## src/rtl/match_timer.sv

```systemverilog
module match_timer #(
  parameter int NCH  = 3,
  parameter int NCMP = 3,
  parameter int CW   = 32,
  parameter int AW   = 6
) (
  input  logic          clk,
  input  logic          rst_n,
  input  logic          wr_en,
  input  logic          rd_en,
  input  logic [AW-1:0] addr,
  input  logic [CW-1:0] wdata,
  output logic [CW-1:0] rdata,
  output logic [NCH-1:0] irq
);
  localparam int SW      = $clog2(NCMP + 1);
  localparam int CHW     = AW - 4;
  localparam int OFF_PRE = NCMP;
  localparam int OFF_SEL = NCMP + 1;
  localparam int OFF_IE  = NCMP + 2;
  localparam int OFF_STS = NCMP + 3;
  localparam int OFF_CLR = NCMP + 4;
  localparam int OFF_SNP = NCMP + 5;

  wire [CHW-1:0] a_ch  = addr[AW-1:4];
  wire [3:0]     a_off = addr[3:0];

  logic [NCH-1:0]                    en;
  logic [NCH-1:0][CW-1:0]            cnt_a, pre_a, snap_a, rv;
  logic [NCH-1:0][NCMP-1:0][CW-1:0]  mat_a;
  logic [NCH-1:0][SW-1:0]            sel_a;
  logic [NCH-1:0][NCMP-1:0]          sts_a, ie_a;
  logic [NCH-1:0]                    pend1_a;

  always_ff @(posedge clk) begin
    if (!rst_n) en <= '0;
    else if (wr_en && a_ch == CHW'(NCH) && a_off == 4'd0) en <= wdata[NCH-1:0];
  end

  for (genvar ch = 0; ch < NCH; ch++) begin : g_ch
    logic [CW-1:0]   mat [NCMP];
    logic [CW-1:0]   cnt, pre, snap, mrd;
    logic [SW-1:0]   sel;
    logic [NCMP-1:0] ie, sts, hit, rl;
    logic [1:0]      pend;
    wire             wsel = wr_en && a_ch == CHW'(ch);

    for (genvar k = 0; k < NCMP; k++) begin : g_cmp
      assign hit[k] = en[ch] && cnt == mat[k];
      assign rl[k]  = hit[k] && sel == SW'(k + 1);
      assign mat_a[ch][k] = mat[k];
    end

    always_ff @(posedge clk) begin
      if (!rst_n) begin
        for (int k = 0; k < NCMP; k++) mat[k] <= '1;
        cnt  <= '0;
        pre  <= '0;
        sel  <= '0;
        ie   <= '0;
        sts  <= '0;
        snap <= '0;
        pend <= '0;
      end else begin
        for (int k = 0; k < NCMP; k++)
          if (wsel && a_off == 4'(k)) mat[k] <= wdata;
        if (wsel && a_off == 4'(OFF_PRE)) pre <= wdata;
        if (wsel && a_off == 4'(OFF_SEL)) sel <= wdata[SW-1:0];
        if (wsel && a_off == 4'(OFF_IE))  ie  <= wdata[NCMP-1:0];
        if (en[ch]) cnt <= (|rl) ? pre : cnt + 1'b1;
        sts  <= (sts & ~((wsel && a_off == 4'(OFF_CLR)) ? wdata[NCMP-1:0] : '0)) | hit;
        pend <= {pend[0], wsel && a_off == 4'(OFF_SNP) && wdata[0]};
        if (pend[1]) snap <= cnt;
      end
    end

    always_comb begin
      mrd = '0;
      for (int k = 0; k < NCMP; k++)
        if (a_off == 4'(k)) mrd = mat[k];
    end

    assign rv[ch] = (a_off == 4'(OFF_PRE)) ? pre :
                    (a_off == 4'(OFF_SEL)) ? CW'(sel) :
                    (a_off == 4'(OFF_IE))  ? CW'(ie) :
                    (a_off == 4'(OFF_STS)) ? CW'(sts) :
                    (a_off == 4'(OFF_SNP)) ? snap :
                    mrd;

    assign irq[ch]     = |(sts & ie);
    assign cnt_a[ch]   = cnt;
    assign pre_a[ch]   = pre;
    assign snap_a[ch]  = snap;
    assign sel_a[ch]   = sel;
    assign sts_a[ch]   = sts;
    assign ie_a[ch]    = ie;
    assign pend1_a[ch] = pend[1];
  end

  logic [CW-1:0] rmux;
  always_comb begin
    rmux = '0;
    if (a_ch == CHW'(NCH)) begin
      if (a_off == 4'd0) rmux = CW'(en);
    end else begin
      for (int c = 0; c < NCH; c++)
        if (a_ch == CHW'(c)) rmux = rv[c];
    end
  end

  always_ff @(posedge clk) begin
    if (!rst_n) rdata <= '0;
    else if (rd_en) rdata <= rmux;
  end
endmodule


```

## config.mk

```make
export PLATFORM = sky130hd
export DESIGN_NAME = match_timer
export DESIGN_NICKNAME = d
export VERILOG_FILES = /design/src/rtl/match_timer.sv
export SDC_FILE = /design/constraint.sdc
export NUM_CORES = 2
export LEC_CHECK = 0
export CAP_MARGIN = 20
export CORE_ASPECT_RATIO = 1.25
export CORE_MARGIN = 2
export CORE_UTILIZATION = 45
export CTS_CLUSTER_DIAMETER = 200
export DETAILED_ROUTE_END_ITERATION = 10
export GPL_ROUTABILITY_DRIVEN = 0
export GPL_TIMING_DRIVEN = 0
export HOLD_SLACK_MARGIN = 0.06
export REMOVE_ABC_BUFFERS = 1
export SLEW_MARGIN = 20
export SYNTH_ARGS = -nofsm -noshare
export SYNTH_HDL_FRONTEND = slang
export SYNTH_SLANG_ARGS = --single-unit
```

## constraint.sdc

```tcl
create_clock -name clk -period 5.6 [get_ports clk]
set_clock_uncertainty 0.05 [all_clocks]
set_input_delay 1.12 -clock clk [delete_from_list [all_inputs] [get_ports clk]]
set_output_delay 1.12 -clock clk [all_outputs]
set_load 0.1 [all_outputs]
```

# Word-level counts from Yosys, hierarchy flattened
# Memories as Yosys holds them, arrays and structs flattened.
# Cells that the tools add are included.
# classes
n_bitwise	21
addsub	3
eq_ne	29
n_reduce_logical	58
mux	72
# ops
cell	n
$mux 32	40
$eq 32x32->1	9
$add 32x1->32 const B	3
$logic_and 1x1->1	50
$mux 1	28
$and 3x3->3	6
$reduce_or 3->1	6
$eq 2x2->1 const B	8
$eq 4x3->1 const B	4
$mux 3	4
$not 3->3	3
$or 1x1->1	9
$or 3x3->3	3
$eq 2x1->1 const B	4
$eq 4x2->1 const B	2
$eq 4x1->1 const B	1
$eq 4x4->1 const B	1
$logic_not 4->1	1
$logic_not 2->1	1
# word_totals
memories	3
input_bits	42
ramBits	288
reg_bits	353
wordCells	209
# memory_table
memory	depth	word_bits	rd	rd_ports_with_merged_regs	wr	line	source
g_ch[0].mat	3	32	3	0	3	41	logic [CW-1:0] mat [NCMP];
g_ch[1].mat	3	32	3	0	3	41	
g_ch[2].mat	3	32	3	0	3	41	

# Depth between registers and ports, before layout
# depth
ltp_word	13
mapped_depth	10
mapped_depth_nobuf	8

# Worst setup path after synthesis
# No wires, ideal clock.
# synth_path
path_kind	in2reg
from	input addr[2]
to	memory g_ch[0].mat[2][0] (netlist: g_ch[0].mat[0][64]), enable pin
t_arrival_ps	4505
stages	6
slack_ps	580
n_path_buf	3
cell_sequence	clkbuf_1 -> nor2_1 -> clkbuf_1 -> nand2_1 -> clkbuf_1 -> o21ai_0
# synth_lines
item	line	source
start: declaration	11	input logic [AW-1:0] addr,
end: declaration	41	

# Final worst setup path
# layout_path
from	input addr[2]
to	register rdata[24]
# layout_via
elab_chain_cells	13
elab_cells_between_ends	36
classes_between	7 x eq/ne; 28 x mux; 1 x reduce/logical
# layout_lines
item	line	source
$logic_not 4->1	80	if (a_off == 4'(k)) mrd = mat[k];
$mux 32 (3 in a row)	80	
$mux 32	87	(a_off == 4'(OFF_SNP)) ? snap :
$mux 32	86	(a_off == 4'(OFF_STS)) ? CW'(sts) :
$mux 32	85	(a_off == 4'(OFF_IE)) ? CW'(ie) :
$mux 32	84	(a_off == 4'(OFF_SEL)) ? CW'(sel) :
$mux 32	83	assign rv[ch] = (a_off == 4'(OFF_PRE)) ? pre :
$mux 32 (2 in a row)	107	if (a_ch == CHW'(c)) rmux = rv[c];
$mux 32 *	107	
$mux 32 *	103	if (a_ch == CHW'(NCH)) begin
end signal: assignment	113	else if (rd_en) rdata <= rmux;
end: declaration	13	output logic [CW-1:0] rdata,
# Every way passes the cells marked *; elsewhere a longest branch is shown, timed or not.
# A chain may end at the register's enable or synchronous reset.

==> metrics.yaml <==
outcome: "finished clean"
critical_path.slowest_cell: "o21ai_0"
critical_path.startpoint_type: "primary input"
finalNetCount: 3392
via_count: 28360
syn_area_per_cell_um2: 9.640
stdcell_count: 4369
fmax_mhz: 210.1
finalSetupViolCount: 0
detail_route.vias_per_cell: 6.492
r2r.worst_path.cells: 7
timing.max_cap.violations: 0
ys_ff_latch: 641
cts_setup_buffers: 0
holdPathStages: 1
finalSetupTns_ns: 0
crit_path_cell_trace: "clkdlybuf4s50_1 -> nor2_4 -> buf_16 -> buf_12 -> nand3_2 -> o21ai_0 -> a221oi_1 -> nor2_1 -> o21ai_0"
cts_made_buffers: 71
grt_max_degree: 144
ant_nets: 0
grt_pass1_wl_um: 189700
final-hold-violation-count: 0
worst_slew_margin_rel: 0.1827
vdd.ir_drop.worst_mv: 0.2544
cts_sinks: 641
areaGrowthSynthToFinish_pct: 12.44
timing_worst_slew_pin_value_ns: 1.226
synthTopCellsByArea: "edfxtp_1 26%, dfxtp_1 21%, mux2i_1 5.5%, xor2_1 4.5%, nand2_1 4.1%"
dieArea_um2: 76650
tritoncts: "built"
core.rowCount: 111
first_global_vias: 26790
syn-instance-count: 3475
port_buffers: 76
number_of_antenna_violations_at_the_first_check_in_global_routing: 11
total_leakage_power_nw: 12.58
post_drt_wl_per_cell_um: 30.62
cts.hold.buffers_added: 0
layout_worst_path_cycle_share: 0.8500
critical_path.top_delay_family: "compound AO/OA/AOI/OAI gates"
die_w_um: 248.0
synth.most_common_cell: "nand2_1"
ff2ff_setup_slack_ns: 0.98
die_y_um: 309.0
drt-pass1-iter-count: 7
cts.htree.levels: 3
clk_pin_slew_ns: 0.06
start_util: 0.4560
critical-path-top-cell-by-count: "o21ai_0"
worst_r2r_startpoint: "en[0]"
pwr_per_cell_area_nw_per_um2: 287.1
hold_class: "flop to flop"
fin_ws_ns: 0.8400
post-route-min-period_ns: 4.760
rsz0062_at_grt: "false"
cp_num_buf_inv: 3
cp-end-kind: "flop"
detailed_place_hpwl_um: 95640
worstSkewPairLatency_ns: 0.64
clockRootBuffer: "clkbuf_16"
critical_path.max_stage_delay_ns: 1.18
synth_top_cell_by_area: "edfxtp_1"
finalHoldWorstSlack_ns: 0.3851
share_of_layout_cells_above_drive_strength_1: 0.09956
design.core.area_um2: 73470
timing.hold.worst_endpoint: "g_ch[2].pend[1]"
ys.flop_type: "dfxtp_1"
cts_resized: 0
placedCellCount: 4234
synthTopCellsByCount: "369 x nand2_1, 353 x dfxtp_1, 288 x edfxtp_1"
slew_viol_final: 0
design.portCount: 77
dp_worst_setup_slack_ns: 0.3165
synthDistinctLibCells: 81
totalWireLength_um: 133800
crit_type: "primary input to flop"
r2r_end: "g_ch[0].cnt[4]"
hold_path.startpoint: "g_ch[2].pend[0]"
synth.yosys.warnings: 0
max-clock-path-buffers: 3
critPathMaxFanout: 24
post_synth_instance_area_um2: 33500
synth.yosys.seq_area_share: 0.4691
grt_util_all_layers: 0.3445
overflow: 0
initialDrtViolationCount: 3341
arrival_time_at_the_worst_endpoint_ns: 5.22
number_of_enable_flip_flop_cells_after_synthesis: 288
cp.required_ns: 6.06
synthDominantCellAreaShare: 0.2582
remaining_drc_errors: 0
async_set_reset_flop_share_out_of_synthesis: 0
through the flow:
stage	power (mW)	area (µm²)	util
final	10.81	37670	0.5127
after detailed placement	6.181	35370	0.4814
after global routing	11.04	37660	0.5125
after global placement	6.200	33970	0.4624
after floorplan	5.638	32010	-
after CTS	10.80	37660	0.5125
worst max-delay path by stage:
stage / start / cells past startpoint / endpoint / slack, ns
finish: addr[2] / 9 / rdata[24] / 0.84
global route: addr[2] / 9 / rdata[24] / 0.83
CTS: addr[2] / 9 / rdata[24] / 0.96
detailed placement: addr[2] / 9 / rdata[24] / 0.32
global placement: rst_n / 2 / g_ch[0].mat[0][57] / -29.51
floorplan: addr[1] / 6 / rdata[2] / -2.34
kinds of logic after synthesis:
kind of cell	share of synthesized area
xor gates and xnor gates	0.07373
buffers and inverters	0.04691
DFF	0.4691
AOI/OAI and AO/OA	0.1405
muxes	0.05834
and+or+nand+nor	0.2102
adders and majority gates	0.001121
layer usage:
| metal | GRT usage | routed length, µm |
|---|---|---|
| met2 | 0.5425 | 60970 |
| met5 | 0 | 44 |
| met1 | 0.4156 | 48740 |
| met4 | 0.2739 | 12060 |
| met3 | 0.05908 | 11950 |
where the power goes:
part           leakage (nW)  switching [mW]  internal [mW]  total [mW]
logic                  5.71           0.661          0.293       0.953
clock network          1.13            1.98           2.72        4.70
registers              5.75           0.133           5.03        5.16
total                  12.6            2.78           8.04        10.8
sequential cells by signal (all words and copies together) (netlist names):
| name | flops |
|---|---|
| rdata | 32 |
| g_ch.cnt | 96 |
| g_ch.pend | 6 |
| g_ch.mat | 288 |
| g_ch.sel | 6 |
| g_ch.ie | 9 |
| g_ch.pre | 96 |
| g_ch.snap | 96 |
| en | 3 |
| g_ch.sts | 9 |
area by class of cell:
type,count,area [µm²]
Tap cell,960,1201
Timing Repair Buffer,142,1913
Clock inverter,21,192.7
Multi-Input combinational cell,2469,16430
Sequential cell,641,15740
Inverter,22,85.08
Antenna cell,4,10.01
Fill cell,6563,35800
Clock buffer,110,2097
cell usage in the layout (no fill, tap or decap), drive strengths merged, types with 72 or more instances in the layout:
cell,n
nor2,128
edfxtp,288
or2,94
nand2,369
a21oi,87
buf,72
nor2b,119
xor2,171
clkbuf,110
dfxtp,353
xnor2,111
a21boi,120
o21ai,164
mux2i,184
nand4,91
nand3,174
No activity file was read; power rests on OpenSTA's default activity.
